<file path="src/rtl/atrp_pkg.sv">
// Shared types and helpers for the answer-to-reset parser.
// Assumes direct convention bytes; no check-byte verification.
package atrp_pkg;

    typedef enum logic [3:0] {
        PH_INIT,   // waiting for initial character
        PH_FMT,    // waiting for format byte
        PH_IA,     // interface byte, A slot
        PH_IB,     // interface byte, B slot
        PH_IC,     // interface byte, C slot
        PH_ID,     // interface byte, D slot
        PH_HIST,   // historical bytes
        PH_CHK,    // check byte
        PH_END     // sequence complete
    } phase_t;

    // Rate adjustment code to D multiplier.
    function automatic logic [6:0] d_of_code(input logic [3:0] code);
        logic [6:0] d;
        case (code)
            4'd0:  d = 7'd0;
            4'd8:  d = 7'd12;
            4'd9:  d = 7'd20;
            default: d = (code < 4'd8) ? 7'(1 << (code - 4'd1)) : 7'(1 << (code - 4'd9));
        endcase
        return d;
    endfunction

endpackage

</file>
<file path="src/rtl/atr_field_sel.sv">
// Chooses the phase that follows an interface-byte decision point.
// Scans the presence nibble from position first_pos upward (A,B,C,D);
// when nothing is left, goes to historical bytes, the check byte or end.
// Purely combinational.
module atr_field_sel
    import atrp_pkg::*;
#(
    parameter int SLOTS = 4
) (
    input  logic [SLOTS-1:0] present,
    input  logic [2:0]       first_pos,
    input  logic             hist_pending,
    input  logic             only_t0,
    output phase_t           next_phase
);
    localparam int PW = $clog2(SLOTS);

    logic             hit;
    logic [PW-1:0]    hit_pos;

    // Lowest present slot at or above first_pos wins.
    always_comb begin
        hit     = 1'b0;
        hit_pos = '0;
        for (int i = SLOTS - 1; i >= 0; i--) begin
            if (present[i] && (i >= int'(first_pos))) begin
                hit     = 1'b1;
                hit_pos = PW'(i);
            end
        end
    end

    // Map the choice to a phase.
    always_comb begin
        if (hit)
            next_phase = phase_t'(int'(PH_IA) + int'(hit_pos));
        else if (hist_pending)
            next_phase = PH_HIST;
        else if (only_t0)
            next_phase = PH_END;
        else
            next_phase = PH_CHK;
    end
endmodule

</file>
<file path="src/rtl/atr_byte_store.sv">
// Byte buffer with a saturating write index and a combinational read port.
// Assumes one write per cycle at most; the index never wraps.
module atr_byte_store #(
    parameter int DEPTH = 64,
    parameter int DW    = 8,
    localparam int AW   = $clog2(DEPTH)
) (
    input  logic          clk,
    input  logic          rst_n,
    input  logic          wr_en,
    input  logic [DW-1:0] wr_data,
    input  logic [AW-1:0] rd_addr,
    output logic [DW-1:0] rd_data,
    output logic [AW-1:0] wr_idx
);
    logic [DW-1:0] mem [DEPTH];

    // Store the byte and advance the index up to the last slot.
    always_ff @(posedge clk) begin
        if (!rst_n) begin
            wr_idx <= '0;
            for (int i = 0; i < DEPTH; i++) mem[i] <= '0;
        end else if (wr_en) begin
            mem[wr_idx] <= wr_data;
            if (wr_idx != AW'(DEPTH - 1)) wr_idx <= wr_idx + 1'b1;
        end
    end

    // Read port.
    assign rd_data = mem[rd_addr];

    AST_IDX_HOLD_AT_TOP: assert property (@(posedge clk) disable iff (!rst_n)
        (wr_en && wr_idx == AW'(DEPTH - 1)) |=> (wr_idx == AW'(DEPTH - 1)));
    AST_IDX_STEP: assert property (@(posedge clk) disable iff (!rst_n)
        (wr_en && wr_idx != AW'(DEPTH - 1)) |=> (wr_idx == $past(wr_idx) + 1'b1));
endmodule

</file>
<file path="src/rtl/atr_wait_calc.sv">
// Holds the work waiting time: the initial value until loaded, then
// SCALE x D x WI taken at the load strobe. Assumes load pulses once.
module atr_wait_calc
    import atrp_pkg::*;
#(
    parameter int WT_W      = 24,
    parameter int WI_W      = 8,
    parameter int SCALE     = 960,
    parameter int INIT_WAIT = 9600
) (
    input  logic            clk,
    input  logic            rst_n,
    input  logic            load,
    input  logic [3:0]      di_code,
    input  logic [WI_W-1:0] wi,
    output logic [WT_W-1:0] wait_etu
);
    logic [31:0] product;

    // Multiplier from the D table, SCALE and WI.
    always_comb product = 32'(SCALE) * 32'(d_of_code(di_code)) * 32'(wi);

    // Register the result at the end of the sequence.
    always_ff @(posedge clk) begin
        if (!rst_n)    wait_etu <= WT_W'(INIT_WAIT);
        else if (load) wait_etu <= WT_W'(product);
    end
endmodule

</file>
<file path="src/rtl/atr_stream_parser.sv">
// Passive answer-to-reset parser. Walks initial character, format byte,
// interface bytes, historical bytes and optional check byte; records the
// protocol mask and WI, computes the waiting time and buffers the bytes.
// Assumes byte_valid is a single-cycle strobe per received byte.
module atr_stream_parser
    import atrp_pkg::*;
#(
    parameter int DEPTH     = 64,
    parameter int WT_W      = 24,
    parameter int WI_RESET  = 10,
    parameter int INIT_WAIT = 9600,
    localparam int AW       = $clog2(DEPTH)
) (
    input  logic            clk,
    input  logic            rst_n,
    input  logic            byte_valid,
    input  logic [7:0]      byte_data,
    input  logic [3:0]      di_code,
    input  logic [AW-1:0]   rd_addr,
    output logic [7:0]      rd_data,
    output logic [AW-1:0]   next_slot,
    output logic            done,
    output logic [15:0]     proto_mask,
    output logic [7:0]      wi_value,
    output logic [WT_W-1:0] wait_etu
);
    phase_t     phase, phase_nx, sel_phase;
    logic [3:0] hist_left, hist_nx;
    logic [7:0] last_td, last_td_nx;
    logic [15:0] mask_nx;
    logic [7:0] wi_nx;
    logic       store_en;
    logic [3:0] sel_present;
    logic [2:0] sel_first;
    logic       sel_hist;

    // Selector inputs depend on which byte is being taken.
    always_comb begin
        sel_present = last_td[7:4];
        sel_first   = 3'd0;
        sel_hist    = hist_left != 4'd0;
        unique case (phase)
            PH_FMT: begin
                sel_present = byte_data[7:4];
                sel_hist    = byte_data[3:0] != 4'd0;
            end
            PH_IA: sel_first = 3'd1;
            PH_IB: sel_first = 3'd2;
            PH_IC: sel_first = 3'd3;
            PH_ID: sel_present = byte_data[7:4];
            default: ;
        endcase
    end

    atr_field_sel #(.SLOTS(4)) u_sel (
        .present      (sel_present),
        .first_pos    (sel_first),
        .hist_pending (sel_hist),
        .only_t0      (mask_nx == 16'h0001),
        .next_phase   (sel_phase)
    );

    // Next-state and field updates for one received byte.
    always_comb begin
        phase_nx   = phase;
        hist_nx    = hist_left;
        last_td_nx = last_td;
        mask_nx    = proto_mask;
        wi_nx      = wi_value;
        store_en   = 1'b0;
        if (byte_valid) begin
            unique case (phase)
                PH_INIT: if (byte_data != 8'h00) begin
                    store_en = 1'b1;
                    phase_nx = PH_FMT;
                end
                PH_FMT: begin
                    store_en   = 1'b1;
                    hist_nx    = byte_data[3:0];
                    last_td_nx = {byte_data[7:4], 4'h0};
                    phase_nx   = sel_phase;
                end
                PH_IA, PH_IB: begin
                    store_en = 1'b1;
                    phase_nx = sel_phase;
                end
                PH_IC: begin
                    store_en = 1'b1;
                    if (last_td[3:0] == 4'd2) wi_nx = byte_data;
                    phase_nx = sel_phase;
                end
                PH_ID: begin
                    store_en   = 1'b1;
                    last_td_nx = byte_data;
                    mask_nx    = proto_mask | (16'h0001 << byte_data[3:0]);
                    phase_nx   = sel_phase;
                end
                PH_HIST: begin
                    store_en = 1'b1;
                    hist_nx  = hist_left - 4'd1;
                    if (hist_left == 4'd1)
                        phase_nx = (proto_mask == 16'h0001) ? PH_END : PH_CHK;
                end
                PH_CHK: begin
                    store_en = 1'b1;
                    phase_nx = PH_END;
                end
                default: ;
            endcase
        end
    end

    // Parser state registers.
    always_ff @(posedge clk) begin
        if (!rst_n) begin
            phase      <= PH_INIT;
            hist_left  <= '0;
            last_td    <= '0;
            proto_mask <= 16'h0001;
            wi_value   <= 8'(WI_RESET);
        end else begin
            phase      <= phase_nx;
            hist_left  <= hist_nx;
            last_td    <= last_td_nx;
            proto_mask <= mask_nx;
            wi_value   <= wi_nx;
        end
    end

    assign done = (phase == PH_END);

    atr_byte_store #(.DEPTH(DEPTH), .DW(8)) u_store (
        .clk     (clk),
        .rst_n   (rst_n),
        .wr_en   (store_en),
        .wr_data (byte_data),
        .rd_addr (rd_addr),
        .rd_data (rd_data),
        .wr_idx  (next_slot)
    );

    atr_wait_calc #(.WT_W(WT_W), .WI_W(8), .SCALE(960), .INIT_WAIT(INIT_WAIT)) u_wait (
        .clk      (clk),
        .rst_n    (rst_n),
        .load     ((phase_nx == PH_END) && (phase != PH_END)),
        .di_code  (di_code),
        .wi       (wi_nx),
        .wait_etu (wait_etu)
    );

    AST_INIT_ZERO_DROP: assert property (@(posedge clk) disable iff (!rst_n)
        (phase == PH_INIT && byte_valid && byte_data == 8'h00) |=> $stable(next_slot));
    AST_T0_ALWAYS_SET: assert property (@(posedge clk) disable iff (!rst_n)
        proto_mask[0]);
    AST_DONE_STICKY: assert property (@(posedge clk) disable iff (!rst_n)
        done |=> done);
    AST_DONE_FROZEN: assert property (@(posedge clk) disable iff (!rst_n)
        (done && byte_valid) |=> ($stable(next_slot) && $stable(proto_mask) && $stable(wi_value)));
    AST_WAIT_BEFORE_END: assert property (@(posedge clk) disable iff (!rst_n)
        !done |-> (wait_etu == WT_W'(INIT_WAIT)));
    AST_WI_ONLY_IN_C: assert property (@(posedge clk) disable iff (!rst_n)
        (phase != PH_IC) |=> $stable(wi_value));
endmodule

</file>
<file path="config.mk">
export PLATFORM = sky130hd
export DESIGN_NAME = atr_stream_parser
export DESIGN_NICKNAME = d
export VERILOG_FILES = /design/src/rtl/atrp_pkg.sv /design/src/rtl/atr_field_sel.sv /design/src/rtl/atr_byte_store.sv /design/src/rtl/atr_wait_calc.sv /design/src/rtl/atr_stream_parser.sv
export SDC_FILE = /design/constraint.sdc
export NUM_CORES = 1
export LEC_CHECK = 0
export BUFFER_PORTS_ARGS = -buffer_cell sky130_fd_sc_hd__buf_2
export CAP_MARGIN = 20
export CELL_PAD_IN_SITES_DETAIL_PLACEMENT = 0
export CELL_PAD_IN_SITES_GLOBAL_PLACEMENT = 1
export CORE_MARGIN = 4
export CORE_UTILIZATION = 45
export DETAILED_ROUTE_END_ITERATION = 10
export PLACE_DENSITY = 0.81
export SETUP_SLACK_MARGIN = 0.15
export SYNTH_ARGS = -nofsm -noshare
export SYNTH_HDL_FRONTEND = slang
export SYNTH_SLANG_ARGS = --single-unit
</file>
<file path="constraint.sdc">
create_clock -name clk -period 13 [get_ports clk]
set_input_delay 1.95 -clock clk [delete_from_list [all_inputs] [get_ports clk]]
set_output_delay 1.95 -clock clk [all_outputs]
set_load 0.02 [all_outputs]
</file>
==> flow_summary.ini <==
[run_status]
outcome = completed

[detailed_routing]
dr.pass1.iters = 6
antenna_violating_nets_post_route = 0
drt_first_iter_violations = 1914
wire_per_inst_um = 22.59
drt_wl_total_mm = 73.56
detailroute.via_count = 18480
detail_route.vias_per_cell = 5.673
drc_violation_count_after_routing = 0

[worst_setup_path]
reg2reg_slack_ns = 6.17
worst-r2r-cell-count = 18
start_kind = input pin
worst_path_largest_cell_delay_ns = 0.76
startpoint_of_the_lowest_slack_register_to_register_path = phase[2]
cp_data_arrival_time_ns = 10.33
critPathRequiredTime_ns = 13.53
endpoint_kind = flop
critical_path_peak_fanout = 9
worstReg2RegEnd = u_wait.wait_etu[21]
cell_at_the_slowest_stage_of_the_critical_path = a21oi_1
critical_path_class = in2reg

[floorplanning]
fp.dieW_um = 266.9
starting_density = 0.4562
ioPinCount = 84
rows = 94
floorplan.core_area_um2 = 66100
design.die.area_um2 = 71210
chip_height_um = 266.9

[finish]
most_common_cell_after_layout_fill_and_taps_aside = edfxtp_1
num-fill-cells = 5688
finalNetCount = 2481
area_growth_syn_to_layout_pct = 10.70
layout_cells_sized_above_1 = 0.1889
most-common-layout-cells = 512 x edfxtp_1, 396 x and2_1, 168 x nor2_1, 168 x mux4_2, 144 x nor3_1

[cts]
cts.hold.buffers_added = 0
clkLatencyLatePin_ns = 0.62
cts.sink_count = 576
cts.repair.resized = 0
ctsLongestPathBuffers = 3
cts-root-buf = clkbuf_16
postCtsSetupBuffers = 0
cts-htree-levels = 2
tritoncts = built
cts.reportedPaths.clkPinSlew_ns = 0.06
tritoncts.num_buffers = 57

[timing]
maxClockFrequency_ghz = 0.1021
post-route-min-period_ns = 9.793
final.setup_skew_ns = 0.03094
setup_total_negative_slack_ns = 0
hold-worst-slack_ns = 0.4620
finalMaxSlewViolations = 0
rsz0062_at_grt = no
worst-slew-pin-transition_ns = 1.127
hold_viol_final = 0
min_period_over_period = 0.7533
timing.slew.headroom = 0.2410
setup-violations-final = 0

[power_and_ir_drop]
static-leakage-power_nw = 12.66
netSwitchingFraction = 0.2686
clock_power_share = 0.367
combinationalPowerShare = 0.172
max_rail_drop_vdd_mv = 0.09632
switching_power_mw = 1.248
cell_internal_pwr_mw = 3.399
pwr-share-seq = 0.462
power_density_nw_per_um2 = 139.2

[worst_hold_path]
hold_path_startpoint = last_td[1]
hold_path_class = reg2reg
holdPathEnd = last_td[1]
min_delay_path_depth = 2

[yosys]
share_of_the_yosys_chip_area_belonging_to_registers = 0.5524
synth_async_sr_flop_share = 0
synth-edff-count = 512
netlist_area_um2 = 30150
top_ff_cell_synth = edfxtp_1
synth.distinct_cells = 65
netlist_instances = 2303
synth.ff_latch_count = 576
ys_warn_count = 0
postSynthAreaPerCell_um2 = 13.09

[placement]
finalWeightedCongestion = 0.8514
dp_hpwl_mm = 48.54
placement.io_buffers = 77

[global_route]
first_global_vias = 18920
grt_antenna_before_repair = 8
global_route.usage.total = 0.2068
grt_pass1_wl_mm = 113.3
grt_start_max_net_pins = 77
grt-ovfl-total = 0

[flow_run]
drv_cap = 0
registers in the layout (all words and copies together), names as in the netlist:
signal / flops
last_td: 8
u_store.mem: 512
proto_mask: 16
phase: 4
u_store.wr_idx: 6
hist_left: 4
wi_value: 8
u_wait.wait_etu: 18
cell families after synthesis:
family,after synthesis,synth area share
AOI/OAI and AO/OA,184,0.03631
xor gates and xnor gates,25,0.007262
adders and majority gates,120,0.06523
buffers and inverters,302,0.03955
DFF,576,0.5524
muxes,199,0.1360
other,2,0.0002491
and+or+nand+nor,895,0.1630
power by group through the flow:
stage	Clock (mW)	Sequential, mW	Combinational (mW)
3_5_place_dp	0	2.19	0.791
2_1_floorplan	0	2.17	0.562
3_3_place_gp	0	2.18	0.777
6_report	1.70	2.15	0.797
5_1_grt	1.81	2.15	0.872
4_1_cts	1.73	2.15	0.796
routing by layer:
metal,vias up,routed length (um),track usage
met4,0,1617,0.05825
met3,115,5251,0.03706
met5,-,0,0
met1,9302,30100,0.2764
met2,688,36590,0.3509
li1,8372,-,-
area by class of cell:
cell class / count / area, um^2 / area share
Clock buffer: 70 / 1498 / 0.04487
Clock inverter: 37 / 429.2 / 0.01286
Timing Repair Buffer: 163 / 959.7 / 0.02875
Tap cell: 864 / 1081 / 0.03239
Multi-Input combinational cell: 1431 / 12330 / 0.3693
Antenna cell: 5 / 12.51 / 0.0003749
Sequential cell: 576 / 16660 / 0.4990
Inverter: 111 / 416.7 / 0.01248
synthesized netlist by cell type, types with 9 or more instances:
cell	n	area share
nand2_1	54	0.0067
inv_1	110	0.014
nand3_1	20	0.0033
and2_1	396	0.082
edfxtp_1	512	0.51
fa_1	62	0.041
buf_1	18	0.0022
mux2i_1	25	0.0083
nand2b_1	19	0.0039
ha_1	58	0.024
nor2_1	168	0.021
xor2_1	9	0.0026
clkbuf_1	157	0.020
a21o_1	9	0.0022
dfxtp_1	64	0.042
nor3_1	144	0.024
or2_2	17	0.0035
a21oi_1	43	0.0071
xnor2_1	16	0.0046
nand3b_1	10	0.0025
nor2b_1	21	0.0044
mux4_2	168	0.13
o21ai_0	81	0.013
nor3b_1	9	0.0022
o21a_1	11	0.0027
worst max path at each step:
stage / startpoint / end / cells after the start
final: di_code[0] / u_wait.wait_etu[21] / 31
after global routing: di_code[0] / u_wait.wait_etu[23] / 31
after CTS: di_code[1] / u_wait.wait_etu[22] / 31
after detailed placement: di_code[0] / u_wait.wait_etu[22] / 30
after global placement: di_code[0] / u_wait.wait_etu[21] / 31
after floorplan: di_code[1] / u_wait.wait_etu[21] / 32
through the flow:
step                      setup WS, ns  power, mW  instances  area (um^2)    util
after detailed placement         2.589      2.977       3115        31280  0.4732
after floorplan                  3.560      2.734       2309        30170       -
after global placement           2.839      2.960       3092        31120  0.4709
after global routing             2.539      4.837       3253        33370  0.5048
after CTS                        3.212      4.676       3222        33200  0.5023
final                            3.207      4.647       3257        33380  0.5050
worst max-delay path, delay by kind of cell:
family / cells / cell delay, ns
multiplexers: 1 / 0.43
AND/OR/NAND/NOR: 6 / 1.58
buffers and inverters: 6 / 0.48
AO/OA/AOI/OAI: 9 / 2.23
adder cells (fa/ha/maj): 9 / 3.61
(Power assumes the default switching activity.)
